--- src/rtl/pfx_pkg.sv ---
package pfx_pkg;

    typedef enum logic [1:0] {
        TK_OPERAND  = 2'd0,
        TK_OPERATOR = 2'd1,
        TK_END      = 2'd2,
        TK_NOP      = 2'd3
    } tok_kind_e;

    typedef enum logic [1:0] {
        OP_ADD     = 2'd0,
        OP_SUB     = 2'd1,
        OP_MUL     = 2'd2,
        OP_ADD_ALT = 2'd3
    } op_code_e;

    typedef enum logic [1:0] {
        ST_IDLE,
        ST_POP_RHS,
        ST_POP_LHS,
        ST_PUSH
    } ctrl_state_e;

endpackage

--- src/rtl/pfx_alu.sv ---
module pfx_alu #(
    parameter int W = 16
) (
    input  logic [1:0]   op,
    input  logic [W-1:0] lhs,
    input  logic [W-1:0] rhs,
    output logic [W-1:0] res
);
    import pfx_pkg::*;

    always_comb begin
        case (op_code_e'(op))
            OP_SUB:  res = lhs - rhs;
            OP_MUL:  res = lhs * rhs;
            default: res = lhs + rhs;
        endcase
    end

endmodule

--- src/rtl/pfx_stack.sv ---
module pfx_stack #(
    parameter int W     = 16,
    parameter int DEPTH = 8,
    localparam int CW   = $clog2(DEPTH + 1),
    localparam int AW   = $clog2(DEPTH)
) (
    input  logic          clk,
    input  logic          rst_n,
    input  logic          push,
    input  logic          pop,
    input  logic          clear,
    input  logic [W-1:0]  wdata,
    output logic [W-1:0]  top,
    output logic [CW-1:0] count
);

    typedef struct packed {
        logic [DEPTH-1:0][W-1:0] mem;
        logic [CW-1:0]           cnt;
    } stk_t;

    stk_t          stk_d, stk_q;
    logic [AW-1:0] wr_idx;
    logic [AW-1:0] rd_idx;
    logic          wr_en;

    assign wr_idx = AW'(stk_q.cnt);
    assign rd_idx = AW'(stk_q.cnt - 1'b1);
    assign wr_en  = push && !clear && (stk_q.cnt < CW'(DEPTH));

    always_comb begin
        stk_d = stk_q;
        for (int i = 0; i < DEPTH; i++) begin
            if (wr_en && (wr_idx == AW'(i))) begin
                stk_d.mem[i] = wdata;
            end
        end
        if (clear) begin
            stk_d.cnt = '0;
        end else if (wr_en) begin
            stk_d.cnt = stk_q.cnt + 1'b1;
        end else if (pop && (stk_q.cnt != '0)) begin
            stk_d.cnt = stk_q.cnt - 1'b1;
        end
    end

    always_ff @(posedge clk or negedge rst_n) begin
        if (!rst_n) begin
            stk_q <= '0;
        end else begin
            stk_q <= stk_d;
        end
    end

    assign top   = (stk_q.cnt == '0) ? '0 : stk_q.mem[rd_idx];
    assign count = stk_q.cnt;

    AST_CNT_BOUND: assert property (@(posedge clk) disable iff (!rst_n)
        count <= CW'(DEPTH));

    AST_CLEAR_EMPTIES: assert property (@(posedge clk) disable iff (!rst_n)
        clear |=> (count == '0));

    AST_FULL_PUSH_HOLDS: assert property (@(posedge clk) disable iff (!rst_n)
        (push && !clear && !pop && count == CW'(DEPTH)) |=> (count == CW'(DEPTH)));

endmodule

--- src/rtl/pfx_ctrl.sv ---
module pfx_ctrl #(
    parameter int W     = 16,
    parameter int DEPTH = 8,
    localparam int CW   = $clog2(DEPTH + 1)
) (
    input  logic          clk,
    input  logic          rst_n,
    input  logic          tok_valid,
    output logic          tok_ready,
    input  logic [1:0]    tok_kind,
    input  logic [1:0]    tok_op,
    input  logic [W-1:0]  tok_data,
    input  logic [CW-1:0] count,
    input  logic [W-1:0]  top,
    input  logic [W-1:0]  alu_res,
    output logic          push,
    output logic          pop,
    output logic          clear,
    output logic [W-1:0]  wdata,
    output logic [1:0]    op_sel,
    output logic [W-1:0]  lhs,
    output logic [W-1:0]  rhs,
    output logic          res_valid,
    output logic [W-1:0]  res_data,
    output logic          err_underflow,
    output logic          err_overflow,
    output logic          err_malformed
);
    import pfx_pkg::*;

    typedef struct packed {
        ctrl_state_e state;
        logic [1:0]  op;
        logic [W-1:0] lhs;
        logic [W-1:0] rhs;
        logic        rv;
        logic [W-1:0] rd;
        logic        uf;
        logic        of;
        logic        mf;
    } ctrl_t;

    ctrl_t c_d, c_q;
    logic  acc;

    assign tok_ready = (c_q.state == ST_IDLE);
    assign acc       = tok_valid && tok_ready;

    always_comb begin
        c_d    = c_q;
        c_d.rv = 1'b0;
        c_d.uf = 1'b0;
        c_d.of = 1'b0;
        c_d.mf = 1'b0;
        push   = 1'b0;
        pop    = 1'b0;
        clear  = 1'b0;
        wdata  = tok_data;
        case (c_q.state)
            ST_IDLE: begin
                if (acc) begin
                    case (tok_kind_e'(tok_kind))
                        TK_OPERAND: begin
                            if (count == CW'(DEPTH)) begin
                                c_d.of = 1'b1;
                            end else begin
                                push = 1'b1;
                            end
                        end
                        TK_OPERATOR: begin
                            if (count < CW'(2)) begin
                                c_d.uf = 1'b1;
                            end else begin
                                c_d.op    = tok_op;
                                c_d.state = ST_POP_RHS;
                            end
                        end
                        TK_END: begin
                            if (count == CW'(1)) begin
                                c_d.rv = 1'b1;
                                c_d.rd = top;
                            end else begin
                                c_d.mf = 1'b1;
                            end
                            clear = 1'b1;
                        end
                        default: ;
                    endcase
                end
            end
            ST_POP_RHS: begin
                c_d.rhs   = top;
                pop       = 1'b1;
                c_d.state = ST_POP_LHS;
            end
            ST_POP_LHS: begin
                c_d.lhs   = top;
                pop       = 1'b1;
                c_d.state = ST_PUSH;
            end
            ST_PUSH: begin
                push      = 1'b1;
                wdata     = alu_res;
                c_d.state = ST_IDLE;
            end
            default: c_d.state = ST_IDLE;
        endcase
    end

    always_ff @(posedge clk or negedge rst_n) begin
        if (!rst_n) begin
            c_q <= '{state: ST_IDLE, default: '0};
        end else begin
            c_q <= c_d;
        end
    end

    assign op_sel        = c_q.op;
    assign lhs           = c_q.lhs;
    assign rhs           = c_q.rhs;
    assign res_valid     = c_q.rv;
    assign res_data      = c_q.rd;
    assign err_underflow = c_q.uf;
    assign err_overflow  = c_q.of;
    assign err_malformed = c_q.mf;

    AST_OPER_STALLS: assert property (@(posedge clk) disable iff (!rst_n)
        (acc && tok_kind == 2'd1 && count >= CW'(2)) |=> !tok_ready);

    AST_SHORT_OPER_KEEPS: assert property (@(posedge clk) disable iff (!rst_n)
        (acc && tok_kind == 2'd1 && count < CW'(2)) |=> (count == $past(count) && tok_ready && err_underflow));

    AST_NO_OVERFLOW: assert property (@(posedge clk) disable iff (!rst_n)
        (acc && tok_kind == 2'd0 && count == CW'(DEPTH)) |=> (count == $past(count) && err_overflow));

    AST_ONE_OUTCOME: assert property (@(posedge clk) disable iff (!rst_n)
        !(res_valid && err_malformed));

    AST_SINGLE_RESULT: assert property (@(posedge clk) disable iff (!rst_n)
        (acc && tok_kind == 2'd2 && count == CW'(1)) |=> res_valid);

    AST_NOP_QUIET: assert property (@(posedge clk) disable iff (!rst_n)
        (acc && tok_kind == 2'd3) |=> (count == $past(count) && tok_ready));

endmodule

--- src/rtl/pfx_eval.sv ---
module pfx_eval #(
    parameter int W     = 16,
    parameter int DEPTH = 8
) (
    input  logic         clk,
    input  logic         rst_n,
    input  logic         tok_valid,
    output logic         tok_ready,
    input  logic [1:0]   tok_kind,
    input  logic [1:0]   tok_op,
    input  logic [W-1:0] tok_data,
    output logic         res_valid,
    output logic [W-1:0] res_data,
    output logic         err_underflow,
    output logic         err_overflow,
    output logic         err_malformed
);
    localparam int CW = $clog2(DEPTH + 1);

    logic          push, pop, clear;
    logic [W-1:0]  wdata, top, alu_res, lhs, rhs;
    logic [CW-1:0] count;
    logic [1:0]    op_sel;

    pfx_ctrl #(.W(W), .DEPTH(DEPTH)) u_ctrl (
        .clk           (clk),
        .rst_n         (rst_n),
        .tok_valid     (tok_valid),
        .tok_ready     (tok_ready),
        .tok_kind      (tok_kind),
        .tok_op        (tok_op),
        .tok_data      (tok_data),
        .count         (count),
        .top           (top),
        .alu_res       (alu_res),
        .push          (push),
        .pop           (pop),
        .clear         (clear),
        .wdata         (wdata),
        .op_sel        (op_sel),
        .lhs           (lhs),
        .rhs           (rhs),
        .res_valid     (res_valid),
        .res_data      (res_data),
        .err_underflow (err_underflow),
        .err_overflow  (err_overflow),
        .err_malformed (err_malformed)
    );

    pfx_stack #(.W(W), .DEPTH(DEPTH)) u_stack (
        .clk   (clk),
        .rst_n (rst_n),
        .push  (push),
        .pop   (pop),
        .clear (clear),
        .wdata (wdata),
        .top   (top),
        .count (count)
    );

    pfx_alu #(.W(W)) u_alu (
        .op  (op_sel),
        .lhs (lhs),
        .rhs (rhs),
        .res (alu_res)
    );

endmodule

--- config.mk ---
export PLATFORM = sky130hd
export DESIGN_NAME = pfx_eval
export DESIGN_NICKNAME = d
export VERILOG_FILES = /design/src/rtl/pfx_pkg.sv /design/src/rtl/pfx_alu.sv /design/src/rtl/pfx_stack.sv /design/src/rtl/pfx_ctrl.sv /design/src/rtl/pfx_eval.sv
export SDC_FILE = /design/constraint.sdc
export NUM_CORES = 1
export LEC_CHECK = 0
export BUFFER_PORTS_ARGS = -buffer_cell sky130_fd_sc_hd__buf_2
export CAP_MARGIN = 20
export CORE_ASPECT_RATIO = 0.6
export CORE_MARGIN = 3
export CORE_UTILIZATION = 64
export CTS_CLUSTER_SIZE = 14
export DETAILED_ROUTE_END_ITERATION = 16
export PLACE_DENSITY = 0.86
export SYNTH_ARGS = -nofsm -noshare
export SYNTH_HDL_FRONTEND = slang
export SYNTH_SLANG_ARGS = --single-unit
--- constraint.sdc ---
create_clock -name clk -period 6.7 [get_ports clk]
set_input_delay 0.67 -clock clk [delete_from_list [all_inputs] [get_ports clk]]
set_output_delay 0.67 -clock clk [all_outputs]
set_load 0.01 [all_outputs]
==> results of run 1 <==
==> final timing paths <==
path                                                  end
setup / recovery           u_stack.stk_q[131]$_DFFE_PN0P_
hold / removal                  u_ctrl.lhs[4]$_DFFE_PN0P_
setup reg to reg           u_stack.stk_q[131]$_DFFE_PN0P_
hold reg to reg              u_stack.stk_q[8]$_DFFE_PN0P_
max in group asynchronous      u_ctrl.lhs[12]$_DFFE_PN0P_
min in group clk            u_ctrl.err_overflow$_DFF_PN0_
==> synth_stat cells (5+ instances only) <==
master | instances | area share
mux2_2 | 114 | 0.094
clkbuf_1 | 49 | 0.013
a21o_1 | 5 | 0.0027
ha_1 | 77 | 0.070
nand3_1 | 12 | 0.0044
dfrtp_1 | 188 | 0.34
a211oi_1 | 9 | 0.0049
nand2b_1 | 6 | 0.0027
nor3_1 | 7 | 0.0026
and2_1 | 69 | 0.032
mux4_2 | 32 | 0.053
inv_1 | 126 | 0.035
xnor2_1 | 45 | 0.029
o21ai_0 | 81 | 0.030
buf_4 | 16 | 0.0088
xor2_1 | 19 | 0.012
nor2b_1 | 5 | 0.0023
buf_2 | 8 | 0.0029
clkbuf_8 | 5 | 0.0050
fa_1 | 81 | 0.12
a21oi_1 | 47 | 0.017
nand2_1 | 199 | 0.055
nor2_1 | 41 | 0.011
o21ai_1 | 5 | 0.0018
==> layout by cell type, fill, tap and decap left out, types with 3 or more instances in the layout <==
master,instances
a211oi_1,9
nor2b_1,5
nor2_1,41
dfrtp_1,187
mux2_2,114
mux2i_1,4
and2_1,69
xor2_1,18
ha_1,77
o21a_1,4
mux4_2,32
nor3b_1,4
clkbuf_16,17
fa_1,81
inv_1,126
clkinv_4,3
inv_8,4
nor4_1,3
o21bai_1,4
buf_4,17
o21ai_1,5
nand3_1,12
o21ai_0,81
a21oi_1,47
nand2_1,199
nand2b_1,6
buf_2,42
inv_6,3
nor3_1,7
xnor2_1,45
a21o_1,5
==> report_power, final <==
group | switching (µW) | internal, µW
clock | 490 | 539
sequential | 510 | 1500
combinational | 2580 | 1850
total | 3580 | 3890
==> flip-flops by register name, indices dropped and copies added (netlist names) <==
name	cells
u_stack.stk_q	128
u_ctrl.err_overflow	1
u_ctrl.c_q	2
u_ctrl.err_malformed	1
u_ctrl.lhs	16
u_ctrl.rhs	16
u_stack.count	4
u_ctrl.res_data	16
u_ctrl.res_valid	1
u_ctrl.err_underflow	1
u_ctrl.op_sel	2
==> cell type report <==
class | count | share of cell area
inverter | 126 | 0.0325
clock buffer | 18 | 0.0301
sequential | 188 | 0.323
tap | 273 | 0.0234
clock inverter | 13 | 0.0104
multi-input combinational | 920 | 0.554
timing repair buffer | 62 | 0.0270
==> logic make-up after synthesis <==
group	Yosys count
AND/OR/NAND/NOR	360
AO/OA/AOI/OAI	185
multiplexers	151
flip-flops	188
buffers and inverters	210
adder cells (fa/ha/maj)	158
XOR/XNOR	66
==> stage by stage <==
stage | area, µm² | utilization
detailed placement | 13900 | 0.681
CTS | 14500 | 0.710
finish | 14600 | 0.712
floorplan | 13700 | -
global route | 14600 | 0.712
global placement | 13900 | 0.681
==> critical path, stage by stage, from the launching register on <==
cell and delay, ns:
dfrtp_1 0.80, nand2_1 0.17, fa_1 0.50, fa_1 0.57, fa_1 0.44, fa_1 0.55
inv_1 0.06, fa_1 0.47, inv_1 0.05, fa_1 0.48, inv_1 0.04, ha_1 0.33
a21o_1 0.20, a221oi_1 0.47, o21ai_2 0.12, xnor2_1 0.21, o211a_1 0.20, o22ai_4 0.11
mux2_2 0.30
==> metal layers <==
metal  vias up  track usage  part of all wire
met2       556        0.449              0.43
met5         -            0                 0
met1      4905        0.451              0.43
li1       4350            -                 -
met4         0       0.0819             0.026
met3        87        0.107              0.12
==> flow_metrics.py, run 1 <==
metrics = {
    "outcome": {
        "run_status": "complete, no violations",
    },
    "die": {
        "std_cell_rows": 40,
        "start_util": 0.669,
        "core_mm2": 0.0205,
        "die_h_um": 119,
        "die_area_mm2": 0.0232,
        "die_width_um": 195,
        "io_pins": 44,
    },
    "sta": {
        "fin_crit_ns": 6.22,
        "fin_setup_tns_ns": 0,
        "timing.final.ws_setup_ns": 0.478,
        "rsz0062_at_grt": "no",
        "max_freq_ghz": 0.161,
        "finalCritPeriodShare": 0.929,
        "fin_skew_ns": 0.00834,
        "max-slew-margin-rel": 0.224,
        "tightestPinTransition_ns": 1.16,
        "drv_slew": 0,
        "hold-worst-slack_ns": 0.290,
        "hold_violations": 0,
        "final-setup-viol-count": 0,
    },
    "routing": {
        "drc": 0,
        "wl_per_cell_um": 21.8,
        "ant_nets": 0,
        "routed_via_density": 6.19,
        "totalWireLength_mm": 34.8,
        "vias": 9898,
        "firstDrtPassIters": 7,
        "first_iter_violations": 931,
    },
    "clock_network": {
        "cts_hold_buf": 0,
        "htree_num_levels": 4,
        "cts_root_buf": "clkbuf_16",
        "cts.repair.resized": 0,
        "cts_setup_buffers": 0,
        "clkTransAtPathRegs_ns": 0.07,
        "numCtsBuffers": 17,
        "cts_tree": "yes",
        "cts.sinks": 188,
        "cts.path.max_buffers": 2,
        "insertion_delay_ns": 0.45,
    },
    "flow_run": {
        "maxCapViolations": 0,
    },
    "cells_and_area": {
        "multi_input_area_mm2": 0.00807,
        "antenna_cells": 0,
        "regArea_mm2": 0.00471,
        "synthToLayoutAreaGrowth_pct": 6.47,
        "stdcell_count": 1600,
        "fill_cells": 1445,
        "drive_above_1_share": 0.197,
        "nets": 1496,
    },
    "placement": {
        "place.gp.congestion": 0.978,
        "preCtsSetupSlack_ns": 0.562,
        "dp_hpwl_mm": 25.0,
        "io_buffers": 43,
        "dpl.cell_count": 1567,
    },
    "synth": {
        "syn_area_per_cell_um2": 10.4,
        "yosysSeqAreaShare": 0.344,
        "synth-seq-cells": 188,
        "synth_edf_count": 0,
        "netlist_area_mm2": 0.0137,
        "synth_xor_area_frac": 0.0438,
        "synth_mux_area_frac": 0.150,
        "syn_inst": 1318,
        "synth_warnings": 0,
        "async_flop_share": 1.00,
        "synth_compound_area_frac": 0.0825,
        "yosys.area_share.simple": 0.123,
        "synth.distinct_cells": 67,
        "synth_top_family_by_area": "adder cells",
        "syn-num-nets": 1499,
        "synth_top_flop_cell": "dfrtp_1",
        "synth_fa_ha_area_frac": 0.189,
    },
    "global_routing": {
        "grt_pass1_vias": 10109,
        "grt_max_degree": 105,
        "overflow": 0,
        "antenna_found_initial": 0,
        "grt_first_pass_wirelength_mm": 56.0,
        "track_usage": 0.311,
    },
    "worst_setup_path": {
        "rr_startpoint": "u_ctrl.rhs[3]$_DFFE_PN0N_",
        "cp.arrival_ns": 6.54,
        "cp-startpoint": "u_ctrl.rhs[3]$_DFFE_PN0N_",
        "path_class": "register to register",
        "required_ns": 7.02,
        "r2r_cells": 18,
        "cp_max_fo": 18,
        "rrSetupSlack_ns": 0.48,
        "end_kind": "register",
        "start_kind": "register",
    },
    "worst_hold_path": {
        "hold_path.class": "input pin to async pin",
    },
    "power_and_ir_drop": {
        "leakagePower_uw": 0.00707,
        "pwr_density_cell_mw_per_mm2": 513,
        "ir_drop_mv": 0.356,
        "power_uw": 7470,
    },
}
Note: power is estimated with default switching activity, not from simulation.
==> inputs of run 2 (changes only) <==
--- a/config.mk
+++ b/config.mk
@@ -5,14 +5,14 @@
 export SDC_FILE = /design/constraint.sdc
 export NUM_CORES = 1
 export LEC_CHECK = 0
-export BUFFER_PORTS_ARGS = -buffer_cell sky130_fd_sc_hd__buf_2
 export CAP_MARGIN = 20
 export CORE_ASPECT_RATIO = 0.6
 export CORE_MARGIN = 3
-export CORE_UTILIZATION = 64
+export CORE_UTILIZATION = 65
 export CTS_CLUSTER_SIZE = 14
 export DETAILED_ROUTE_END_ITERATION = 16
-export PLACE_DENSITY = 0.86
+export DONT_BUFFER_PORTS = 1
+export PLACE_DENSITY = 0.85
 export SYNTH_ARGS = -nofsm -noshare
 export SYNTH_HDL_FRONTEND = slang
 export SYNTH_SLANG_ARGS = --single-unit
==> flow_metrics.py, run 2 (synthesis gave the netlist of run 1 again) <==
metrics = {
    "outcome": {
        "run_status": "complete, no violations",
    },
    "worst_setup_path": {
        "start_kind": "register",
        "required_ns": 7.07,
        "cp_max_fo": 18,
        "path_class": "register to register",
        "crit_chain": "nand2_1 > fa_1 > fa_1 > inv_1 > fa_1 > fa_1 > fa_1 > inv_1 > fa_1 > inv_1 > ha_1 > and3_1 > o211ai_1 > o2111ai_1 > a21oi_1 > xor2_1 > nor2_1 > a21oi_2 > a21oi_2 > mux2_2",
        "slowest_delay_ns": 0.81,
        "cp.arrival_ns": 6.66,
        "slowest_stage": "dfrtp_1",
        "end_kind": "register",
        "path_common_cell": "fa_1",
    },
    "clock_network": {
        "cts.path.max_buffers": 2,
        "numCtsBuffers": 17,
        "insertion_delay_ns": 0.44,
        "cts_setup_buffers": 0,
        "cts_tree": "yes",
        "clkTransAtPathRegs_ns": 0.07,
        "cts.repair.resized": 0,
        "cts_root_buf": "clkbuf_16",
        "htree_num_levels": 4,
        "cts.sinks": 188,
    },
    "global_routing": {
        "grt_first_pass_wirelength_mm": 54.8,
        "track_usage": 0.306,
        "grt_pass1_vias": 9919,
        "antenna_found_initial": 1,
        "grt_max_degree": 189,
        "overflow": 0,
    },
    "placement": {
        "dpl.cell_count": 1520,
        "preCtsSetupSlack_ns": 0.572,
        "place.gp.congestion": 0.932,
        "dp_hpwl_mm": 24.6,
        "io_buffers": 0,
    },
    "routing": {
        "wl_per_cell_um": 21.9,
        "firstDrtPassIters": 5,
        "drc": 0,
        "vias": 9627,
        "first_iter_violations": 902,
        "totalWireLength_mm": 34.0,
        "routed_via_density": 6.19,
        "ant_nets": 0,
    },
    "sta": {
        "timing.final.ws_setup_ns": 0.410,
        "fin_setup_tns_ns": 0,
        "fin_crit_ns": 6.29,
        "finalCritPeriodShare": 0.939,
        "drv_slew": 0,
        "tightestPinTransition_ns": 1.11,
        "final-setup-viol-count": 0,
        "rsz0062_at_grt": "no",
        "max_freq_ghz": 0.159,
        "max-slew-margin-rel": 0.255,
        "hold_violations": 0,
        "fin_skew_ns": 0.00846,
    },
    "die": {
        "io_pins": 44,
        "std_cell_rows": 40,
        "die_h_um": 118,
        "die_area_mm2": 0.0229,
        "start_util": 0.674,
        "die_width_um": 193,
        "core_mm2": 0.0203,
    },
    "cells_and_area": {
        "antenna_cells": 0,
        "largest_reg_flops": 128,
        "final_common_cell": "nand2_1",
        "fill_cells": 1457,
        "synthToLayoutAreaGrowth_pct": 5.11,
        "drive_above_1_share": 0.169,
        "stdcell_count": 1555,
        "largest_register": "u_stack.stk_q",
        "final_cell_mix": "199 x nand2_1, 187 x dfrtp_1, 126 x inv_1",
        "nets": 1451,
    },
    "power_and_ir_drop": {
        "pwr_density_cell_mw_per_mm2": 510,
        "leakagePower_uw": 0.00688,
        "ir_drop_mv": 0.409,
        "power_uw": 7340,
    },
    "worst_hold_path": {
        "hold_path.class": "input pin to async pin",
    },
    "flow_run": {
        "maxCapViolations": 0,
    },
}
-- run 2: final timing paths --
path | startpoint | slack [ns] | cells past startpoint | to
max in group asynchronous | rst_n | 5.66 | 1 | u_ctrl.res_valid$_DFF_PN0_
setup reg to reg | u_ctrl.rhs[3]$_DFFE_PN0N_ | 0.41 | 20 | u_stack.stk_q[130]$_DFFE_PN0P_
setup / recovery | u_ctrl.rhs[3]$_DFFE_PN0N_ | 0.41 | 20 | u_stack.stk_q[130]$_DFFE_PN0P_
hold / removal | rst_n | 0.18 | 1 | u_ctrl.lhs[3]$_DFFE_PN0P_
hold reg to reg | u_stack.stk_q[7]$_DFFE_PN0P_ | 0.48 | 2 | u_stack.stk_q[7]$_DFFE_PN0P_
min in group clk | tok_kind[0] | 0.32 | 1 | u_ctrl.err_overflow$_DFF_PN0_
-- run 2: cell type report --
| cell class | instances | area [µm²] | share of cell area |
|---|---|---|---|
| multi-input combinational | 920 | 8070 | 0.561 |
| sequential | 188 | 4710 | 0.327 |
| inverter | 126 | 473 | 0.0329 |
| clock buffer | 17 | 425 | 0.0296 |
| tap | 273 | 342 | 0.0237 |
| timing repair buffer | 17 | 195 | 0.0136 |
| clock inverter | 14 | 178 | 0.0123 |
-- run 2: worst max-delay path: cells and delay by family (launching register included) --
family | cells | cell delay [ns]
and+or+nand+nor | 3 | 0.54
AOI/OAI and AO/OA | 5 | 0.92
muxes | 1 | 0.26
buffers and inverters | 3 | 0.14
xor gates and xnor gates | 1 | 0.15
adders and majority gates | 7 | 3.39
DFF | 1 | 0.81
-- run 2: per-layer routing --
| metal | global-route usage | part of all wire | vias up |
|---|---|---|---|
| met5 | 0 | 0 | - |
| met2 | 0.442 | 0.43 | 489 |
| met4 | 0.0695 | 0.020 | 0 |
| li1 | - | - | 4251 |
| met1 | 0.448 | 0.43 | 4836 |
| met3 | 0.107 | 0.12 | 51 |
-- run 2: stage by stage --
stage,cell area (µm²),hold slack [ns],utilization
6_report,14400,0.177,0.708
5_1_grt,14400,0.285,0.708
4_1_cts,14300,0.298,0.705
3_5_place_dp,13700,0.384,0.674
3_3_place_gp,13700,0.383,0.674
2_1_floorplan,13700,0.374,-
-- run 2: what timing repair did --
item                                    in CTS  in global routing
endpoints found under the hold margin      188                  0
endpoints found under the setup margin       0                  0
hold buffers                                 1                  0
-- run 2: power by group --
group | internal [µW] | total [µW] | switching, µW
registers | 1500 | 2020 | 522
logic | 1820 | 4290 | 2470
clock network | 535 | 1030 | 493
